### src/rtl/emb_sync_pkg.sv
package emb_sync_pkg;

   typedef enum logic [1:0] {
      STD_PORTS = 2'd0,
      STD_PRE_A = 2'd1,
      STD_PRE_B = 2'd2,
      STD_ALT   = 2'd3
   } std_sel_e;

   typedef enum logic [2:0] {
      EVT_NONE,
      EVT_ACT_START,
      EVT_ACT_END,
      EVT_BLK_START,
      EVT_BLK_END
   } evt_e;

   // Packed as [11:9] blank end, [8:6] blank start, [5:3] active end, [2:0] active start
   typedef struct packed {
      logic [2:0] blk_end;
      logic [2:0] blk_start;
      logic [2:0] act_end;
      logic [2:0] act_start;
   } code_set_t;

   localparam code_set_t SET_EVEN = '{blk_end: 3'd6, blk_start: 3'd2, act_end: 3'd4, act_start: 3'd0};
   localparam code_set_t SET_ODD  = '{blk_end: 3'd7, blk_start: 3'd3, act_end: 3'd5, act_start: 3'd1};

   function automatic logic [3:0] prot_of(input logic f, input logic v, input logic h);
      return {v ^ h, f ^ h, f ^ v, f ^ v ^ h};
   endfunction

endpackage

### src/rtl/emb_sync_hunt.sv
module emb_sync_hunt
   import emb_sync_pkg::*;
#(
   parameter int DATA_W = 8
) (
   input  logic              clk,
   input  logic              rst_n,
   input  logic [DATA_W-1:0] din,
   output logic              hit,
   output logic              f_bit,
   output logic              v_bit,
   output logic              h_bit,
   output logic              prot_ok,
   output logic              reserved
);
   localparam int TOP = DATA_W - 1;

   logic [DATA_W-1:0] hist0, hist1, hist2;

   always_ff @(posedge clk) begin
      if (!rst_n) begin
         hist0 <= '0;
         hist1 <= '0;
         hist2 <= '0;
      end else begin
         hist2 <= hist1;
         hist1 <= hist0;
         hist0 <= din;
      end
   end

   // Exact all-ones / zero / zero preamble in the three previous samples
   assign hit      = (&hist2) && !(|hist1) && !(|hist0);
   assign f_bit    = din[TOP-1];
   assign v_bit    = din[TOP-2];
   assign h_bit    = din[TOP-3];
   assign prot_ok  = (din[TOP-4 -: 4] == prot_of(f_bit, v_bit, h_bit));
   assign reserved = (&din) || !(|din);

endmodule

### src/rtl/emb_sync_classify.sv
module emb_sync_classify
   import emb_sync_pkg::*;
#(
   parameter int NFIELD = 2
) (
   input  code_set_t  set0,
   input  code_set_t  set1,
   input  logic [2:0] code,
   output logic       matched,
   output evt_e       evt,
   output logic       fld
);
   localparam int FW = (NFIELD > 1) ? $clog2(NFIELD) : 1;

   code_set_t sets  [NFIELD];
   evt_e      f_evt [NFIELD];

   assign sets[0] = set0;
   assign sets[1] = set1;

   for (genvar gi = 0; gi < NFIELD; gi++) begin : g_fld
      always_comb begin
         if (code == sets[gi].act_start)      f_evt[gi] = EVT_ACT_START;
         else if (code == sets[gi].act_end)   f_evt[gi] = EVT_ACT_END;
         else if (code == sets[gi].blk_start) f_evt[gi] = EVT_BLK_START;
         else if (code == sets[gi].blk_end)   f_evt[gi] = EVT_BLK_END;
         else                                 f_evt[gi] = EVT_NONE;
      end
   end

   // Walk from the highest field down so field 0 has the last word
   always_comb begin
      logic [FW-1:0] sel;
      matched = 1'b0;
      evt     = EVT_NONE;
      sel     = '0;
      for (int fi = NFIELD - 1; fi >= 0; fi--) begin
         if (f_evt[fi] != EVT_NONE) begin
            matched = 1'b1;
            evt     = f_evt[fi];
            sel     = FW'(fi);
         end
      end
      fld = sel[0];
   end

endmodule

### src/rtl/emb_sync_timing.sv
module emb_sync_timing
   import emb_sync_pkg::*;
#(
   parameter int DATA_W = 8
) (
   input  logic              clk,
   input  logic              rst_n,
   input  logic [DATA_W-1:0] din,
   input  logic              hit,
   input  logic              v_bit,
   input  logic              prot_ok,
   input  logic              reserved,
   input  logic              matched,
   input  evt_e              evt,
   input  logic              fld,
   input  logic              cfg_interlaced,
   input  logic              cfg_err_en,
   output logic              frame_start,
   output logic              field_id,
   output logic              line_valid,
   output logic              pix_valid,
   output logic [DATA_W-1:0] pix_data,
   output logic              code_err
);
   logic accept;
   logic v_last;

   assign accept = hit && !(cfg_err_en && !prot_ok);

   always_ff @(posedge clk) begin
      if (!rst_n) begin
         frame_start <= 1'b0;
         field_id    <= 1'b0;
         line_valid  <= 1'b0;
         pix_valid   <= 1'b0;
         pix_data    <= '0;
         code_err    <= 1'b0;
         v_last      <= 1'b0;
      end else begin
         frame_start <= 1'b0;
         code_err    <= hit && cfg_err_en && !prot_ok;
         pix_data    <= din;
         pix_valid   <= line_valid && !hit && !reserved;
         if (accept) begin
            v_last <= v_bit;
            if (!cfg_interlaced && v_last && !v_bit) frame_start <= 1'b1;
            if (matched) begin
               field_id   <= fld;
               line_valid <= (evt == EVT_ACT_START) && !v_bit;
               if (cfg_interlaced && field_id && !fld) frame_start <= 1'b1;
            end
         end
      end
   end

   assert_fs_pulse_R6: assert property (@(posedge clk) disable iff (!rst_n)
      frame_start |=> !frame_start);
   assert_pix_in_line_R5: assert property (@(posedge clk) disable iff (!rst_n)
      pix_valid |-> line_valid);
   assert_pix_not_timing_R5: assert property (@(posedge clk) disable iff (!rst_n)
      pix_valid |-> (pix_data != '0 && pix_data != '1));
   assert_err_no_update_R8: assert property (@(posedge clk) disable iff (!rst_n)
      code_err |-> ($stable(field_id) && $stable(line_valid)));
   assert_err_gated_R9: assert property (@(posedge clk) disable iff (!rst_n)
      code_err |-> $past(cfg_err_en));

endmodule

### src/rtl/emb_sync_decoder.sv
module emb_sync_decoder
   import emb_sync_pkg::*;
#(
   parameter int DATA_W = 8
) (
   input  logic              clk,
   input  logic              rst_n,
   input  logic [DATA_W-1:0] din,
   input  logic [1:0]        cfg_std,
   input  logic              cfg_interlaced,
   input  logic              cfg_err_en,
   input  logic [11:0]       cfg_set0,
   input  logic [11:0]       cfg_set1,
   output logic              frame_start,
   output logic              field_id,
   output logic              line_valid,
   output logic              pix_valid,
   output logic [DATA_W-1:0] pix_data,
   output logic              code_err
);
   localparam int NFIELD = 2;

   if (DATA_W < 8) begin : g_bad_width
      $error("emb_sync_decoder: DATA_W must be at least 8");
   end

   code_set_t  set0, set1;
   logic       hit, f_bit, v_bit, h_bit, prot_ok, reserved;
   logic       matched, fld;
   evt_e       evt;

   always_comb begin
      case (cfg_std)
         STD_PRE_A: begin set0 = SET_EVEN; set1 = SET_ODD;  end
         STD_PRE_B: begin set0 = SET_ODD;  set1 = SET_EVEN; end
         default:   begin set0 = code_set_t'(cfg_set0); set1 = code_set_t'(cfg_set1); end
      endcase
   end

   emb_sync_hunt #(.DATA_W(DATA_W)) u_hunt (
      .clk(clk), .rst_n(rst_n), .din(din), .hit(hit),
      .f_bit(f_bit), .v_bit(v_bit), .h_bit(h_bit),
      .prot_ok(prot_ok), .reserved(reserved)
   );

   emb_sync_classify #(.NFIELD(NFIELD)) u_classify (
      .set0(set0), .set1(set1), .code({h_bit, v_bit, f_bit}),
      .matched(matched), .evt(evt), .fld(fld)
   );

   emb_sync_timing #(.DATA_W(DATA_W)) u_timing (
      .clk(clk), .rst_n(rst_n), .din(din), .hit(hit), .v_bit(v_bit),
      .prot_ok(prot_ok), .reserved(reserved), .matched(matched),
      .evt(evt), .fld(fld), .cfg_interlaced(cfg_interlaced),
      .cfg_err_en(cfg_err_en), .frame_start(frame_start),
      .field_id(field_id), .line_valid(line_valid), .pix_valid(pix_valid),
      .pix_data(pix_data), .code_err(code_err)
   );

endmodule

### config.mk
export PLATFORM = sky130hd
export DESIGN_NAME = emb_sync_decoder
export DESIGN_NICKNAME = d
export VERILOG_FILES = /design/src/rtl/emb_sync_pkg.sv /design/src/rtl/emb_sync_hunt.sv /design/src/rtl/emb_sync_classify.sv /design/src/rtl/emb_sync_timing.sv /design/src/rtl/emb_sync_decoder.sv
export SDC_FILE = /design/constraint.sdc
export NUM_CORES = 1
export LEC_CHECK = 0
export ABC_AREA = 1
export BUFFER_PORTS_ARGS = -buffer_cell sky130_fd_sc_hd__buf_2
export CAP_MARGIN = 25
export CORE_MARGIN = 3
export CORE_UTILIZATION = 47
export DETAILED_ROUTE_END_ITERATION = 16
export PLACE_DENSITY = 0.76
export SLEW_MARGIN = 20
export SYNTH_ARGS = -nofsm -noshare
export SYNTH_HDL_FRONTEND = slang
export SYNTH_SLANG_ARGS = --single-unit
### constraint.sdc
create_clock -name clk -period 1.7 [get_ports clk]
set_input_delay 0.255 -clock clk [delete_from_list [all_inputs] [get_ports clk]]
set_output_delay 0.255 -clock clk [all_outputs]
set_load 0.1 [all_outputs]
==> results.md <==
- Buffers on Ports: 50
- Area Growth Syn to Fin: 23.8%
- First-pass GRT wire length: 6.79 mm
- Placed cells: 411
- Antenna viol nets, final: 0
- Post-synth top area share: 0.322
- GRT Total Usage: 0.192
- Worst r2r src: u_timing.pix_data[7]
- Initial antenna violation count: 0
- Fin util: 0.616
- Vias: 1913
- CTS Root Cell: clkbuf_8
- Worst Setup SP: cfg_std[0]
- Drt first pass iters: 4
- Initial Util: 0.498
- Reg2reg setup slack: 420 ps
- Hold WC Path Type: in2reg
- WL/cell: 9.80 um
- Syn_area_per_cell: 5.93 um^2
- Synth warnings: 0
- Routability Congestion: 0.832
- Clk_skew: 4.99 ps
- Worst Path Required: 1870 ps
- Worst EP arrival: 1670 ps
- Clock transition at path regs: 60 ps
- Library cells used by synthesis: 25
- Slew @ Worst Pin: 489 ps
- Overflow after GRT: 0
- Leakage power total: 1.45 nW
- Die Wd: 69.0 um
- Setup Buffers After CTS: 0
- Synth Instances: 314
- I/O pin cnt: 51
- Clock share of power: 0.316
- Number of placement rows: 22
- Max Transition Viols Final: 0
- Post-synthesis sequential area ratio: 0.322
- Finished Layout Cells: 420
- Vias in the first global route: 1653
- Share of layout cells above drive strength 1: 0.210
- Number of remaining DRC errors: 0
- Final worst path period share: 0.881
- Post-synth top area cell: dfxtp_1
- Post-Syn Area: 0.00186 mm^2
- PwrDens: 779 mW/mm^2
- Via density: 4.55
- Layout Nets: 413
- FFs w/ async S/R, synth: 0
- Peak supply drop: 0.000345 V
- Full die area: 0.00476 mm^2
- Share of power burned in registers: 0.412
- Largest net degree at the start of global routing: 30
- Commonest non-fill, non-tap cell in the layout: nand2_1
- Core Area: 0.00374 mm^2
- Status: finished, final reports clean
- Post-layout min period: 1500 ps
- Syn_nets: 356
- Routed Wire Length: 4.12 mm
- Placement Setup Slack: -152 ps
- Max Cap Viol: 0
- Switch share: 0.315
- # clock sinks: 30
- Post-synth EDFFs: 0
- Die H: 69.0 um
- Drt initial violations: 68
- TritonCTS buffer count: 5
- CP max FO: 15
- CP startpoint kind: primary input
- Worst setup path category: in2reg
- Design Power: 1.80 mW
- Register bit total from synthesis: 30
- Clk Latency, worst-skew pair: 270 ps
- Logic pwr share: 0.272
- Worst setup margin: 203 ps
- Maximum clock rate: 668 MHz
- Post-synth top flop: dfxtp_1
- Antenna Cells: 0
- Count of final hold-check violations: 0
- Synth area leaders: dfxtp_1, nand2_1, inv_1, nor2_1, nand3_1
- DP Wirelength: 3.14 mm
- Clk buf depth: 2
- Highest-count cells in the layout ignoring fill and taps: nand2_1, inv_1, buf_2
- CTS tree: built
- Relative slew slack: 0.676
- Final setup fails: 0
- Int Power: 1.23 mW
- Worst Setup End Kind: register
- H-tree level count: 2
- Switching component of the power: 566 uW
- Worst Min Path Start: din[2]
[worst max-delay path, stage by stage]
cell and delay (ps):
buf_2 90, inv_1 60, ha_4 320, buf_12 140
nand2_1 70, nand2_1 70, nand2_1 40, nand2_1 60
inv_1 30, nand2_1 70, nand2_1 50, nor2_1 130
nand2_1 70, nand2_1 70, nand2_1 50, nand2_1 50
nor2_1 30
[cell families (layout without fill, tap and decap cells)]
group / after synthesis / in the layout / share of synthesized area
buf+inv: 66 / 124 / 0.156
compound gates: 14 / 14 / 0.0430
xor+xnor: 6 / 6 / 0.0282
fa+ha+maj: 4 / 4 / 0.0269
flops: 30 / 30 / 0.322
simple gates: 194 / 194 / 0.424
[final timing paths]
check	depth (start not counted)	to
worst min register to register	2	u_hunt.hist2[3]
worst max register to register	9	u_timing.frame_start
worst min-delay path	3	u_timing.pix_data[2]
worst max-delay path	17	u_timing.line_valid
[flip-flops by register name, indices dropped and copies added (netlist names)]
signal and count:
u_timing.frame_start 1, u_timing.line_valid 1, u_timing.v_last 1, u_hunt.hist2 8, u_timing.pix_data 8, u_timing.pix_valid 1
u_hunt.hist1 8, u_timing.code_err 1, u_timing.field_id 1
[per-layer routing]
| layer | share of wire | global-route usage |
|---|---|---|
| met1 | 0.44 | 0.217 |
| met3 | 0.050 | 0.0438 |
| met5 | 0 | 0 |
| met4 | 0.0092 | 0.0535 |
| met2 | 0.50 | 0.356 |
[cells in the mapped netlist, types with 3 or more instances]
cell type	n
a21oi_1	3
buf_4	3
buf_6	4
dfxtp_1	30
ha_1	4
inv_1	52
inv_2	4
nand2_1	128
nand3_1	21
nand4_1	5
nor2_1	32
o21ai_0	8
xor2_1	5
[power groups by stage]
stage	registers (mW)	clock network, mW	logic [mW]
floorplan	0.826	0	0.280
global placement	0.755	0	0.459
detailed placement	0.755	0	0.466
CTS	0.740	0.585	0.468
global route	0.743	0.629	0.555
finish	0.740	0.567	0.489
[area by class of cell]
class                      instances  area (um^2)
fill                             383         1440
multi-input combinational        218          985
sequential                        30          602
timing repair buffer              60          355
inverter                          56          213
clock buffer                       7         86.3
tap                               48         60.1
clock inverter                     1         5.00
[timing repair]
item	in CTS	in global routing
resized for setup	0	2
hold buffers	0	0
endpoints found under the hold margin	0	0
setup endpoints to repair	0	2
[metrics by stage]
stage | hold slack (ps) | setup TNS (ps) | area [um^2]
CTS | 193 | 0 | 2270
global placement | 412 | -138 | 2170
floorplan | 348 | 0 | 1860
global route | 213 | -1.33 | 2310
finish | 203 | 0 | 2310
detailed placement | 416 | -239 | 2170
Note: power is estimated with default switching activity, not from simulation.
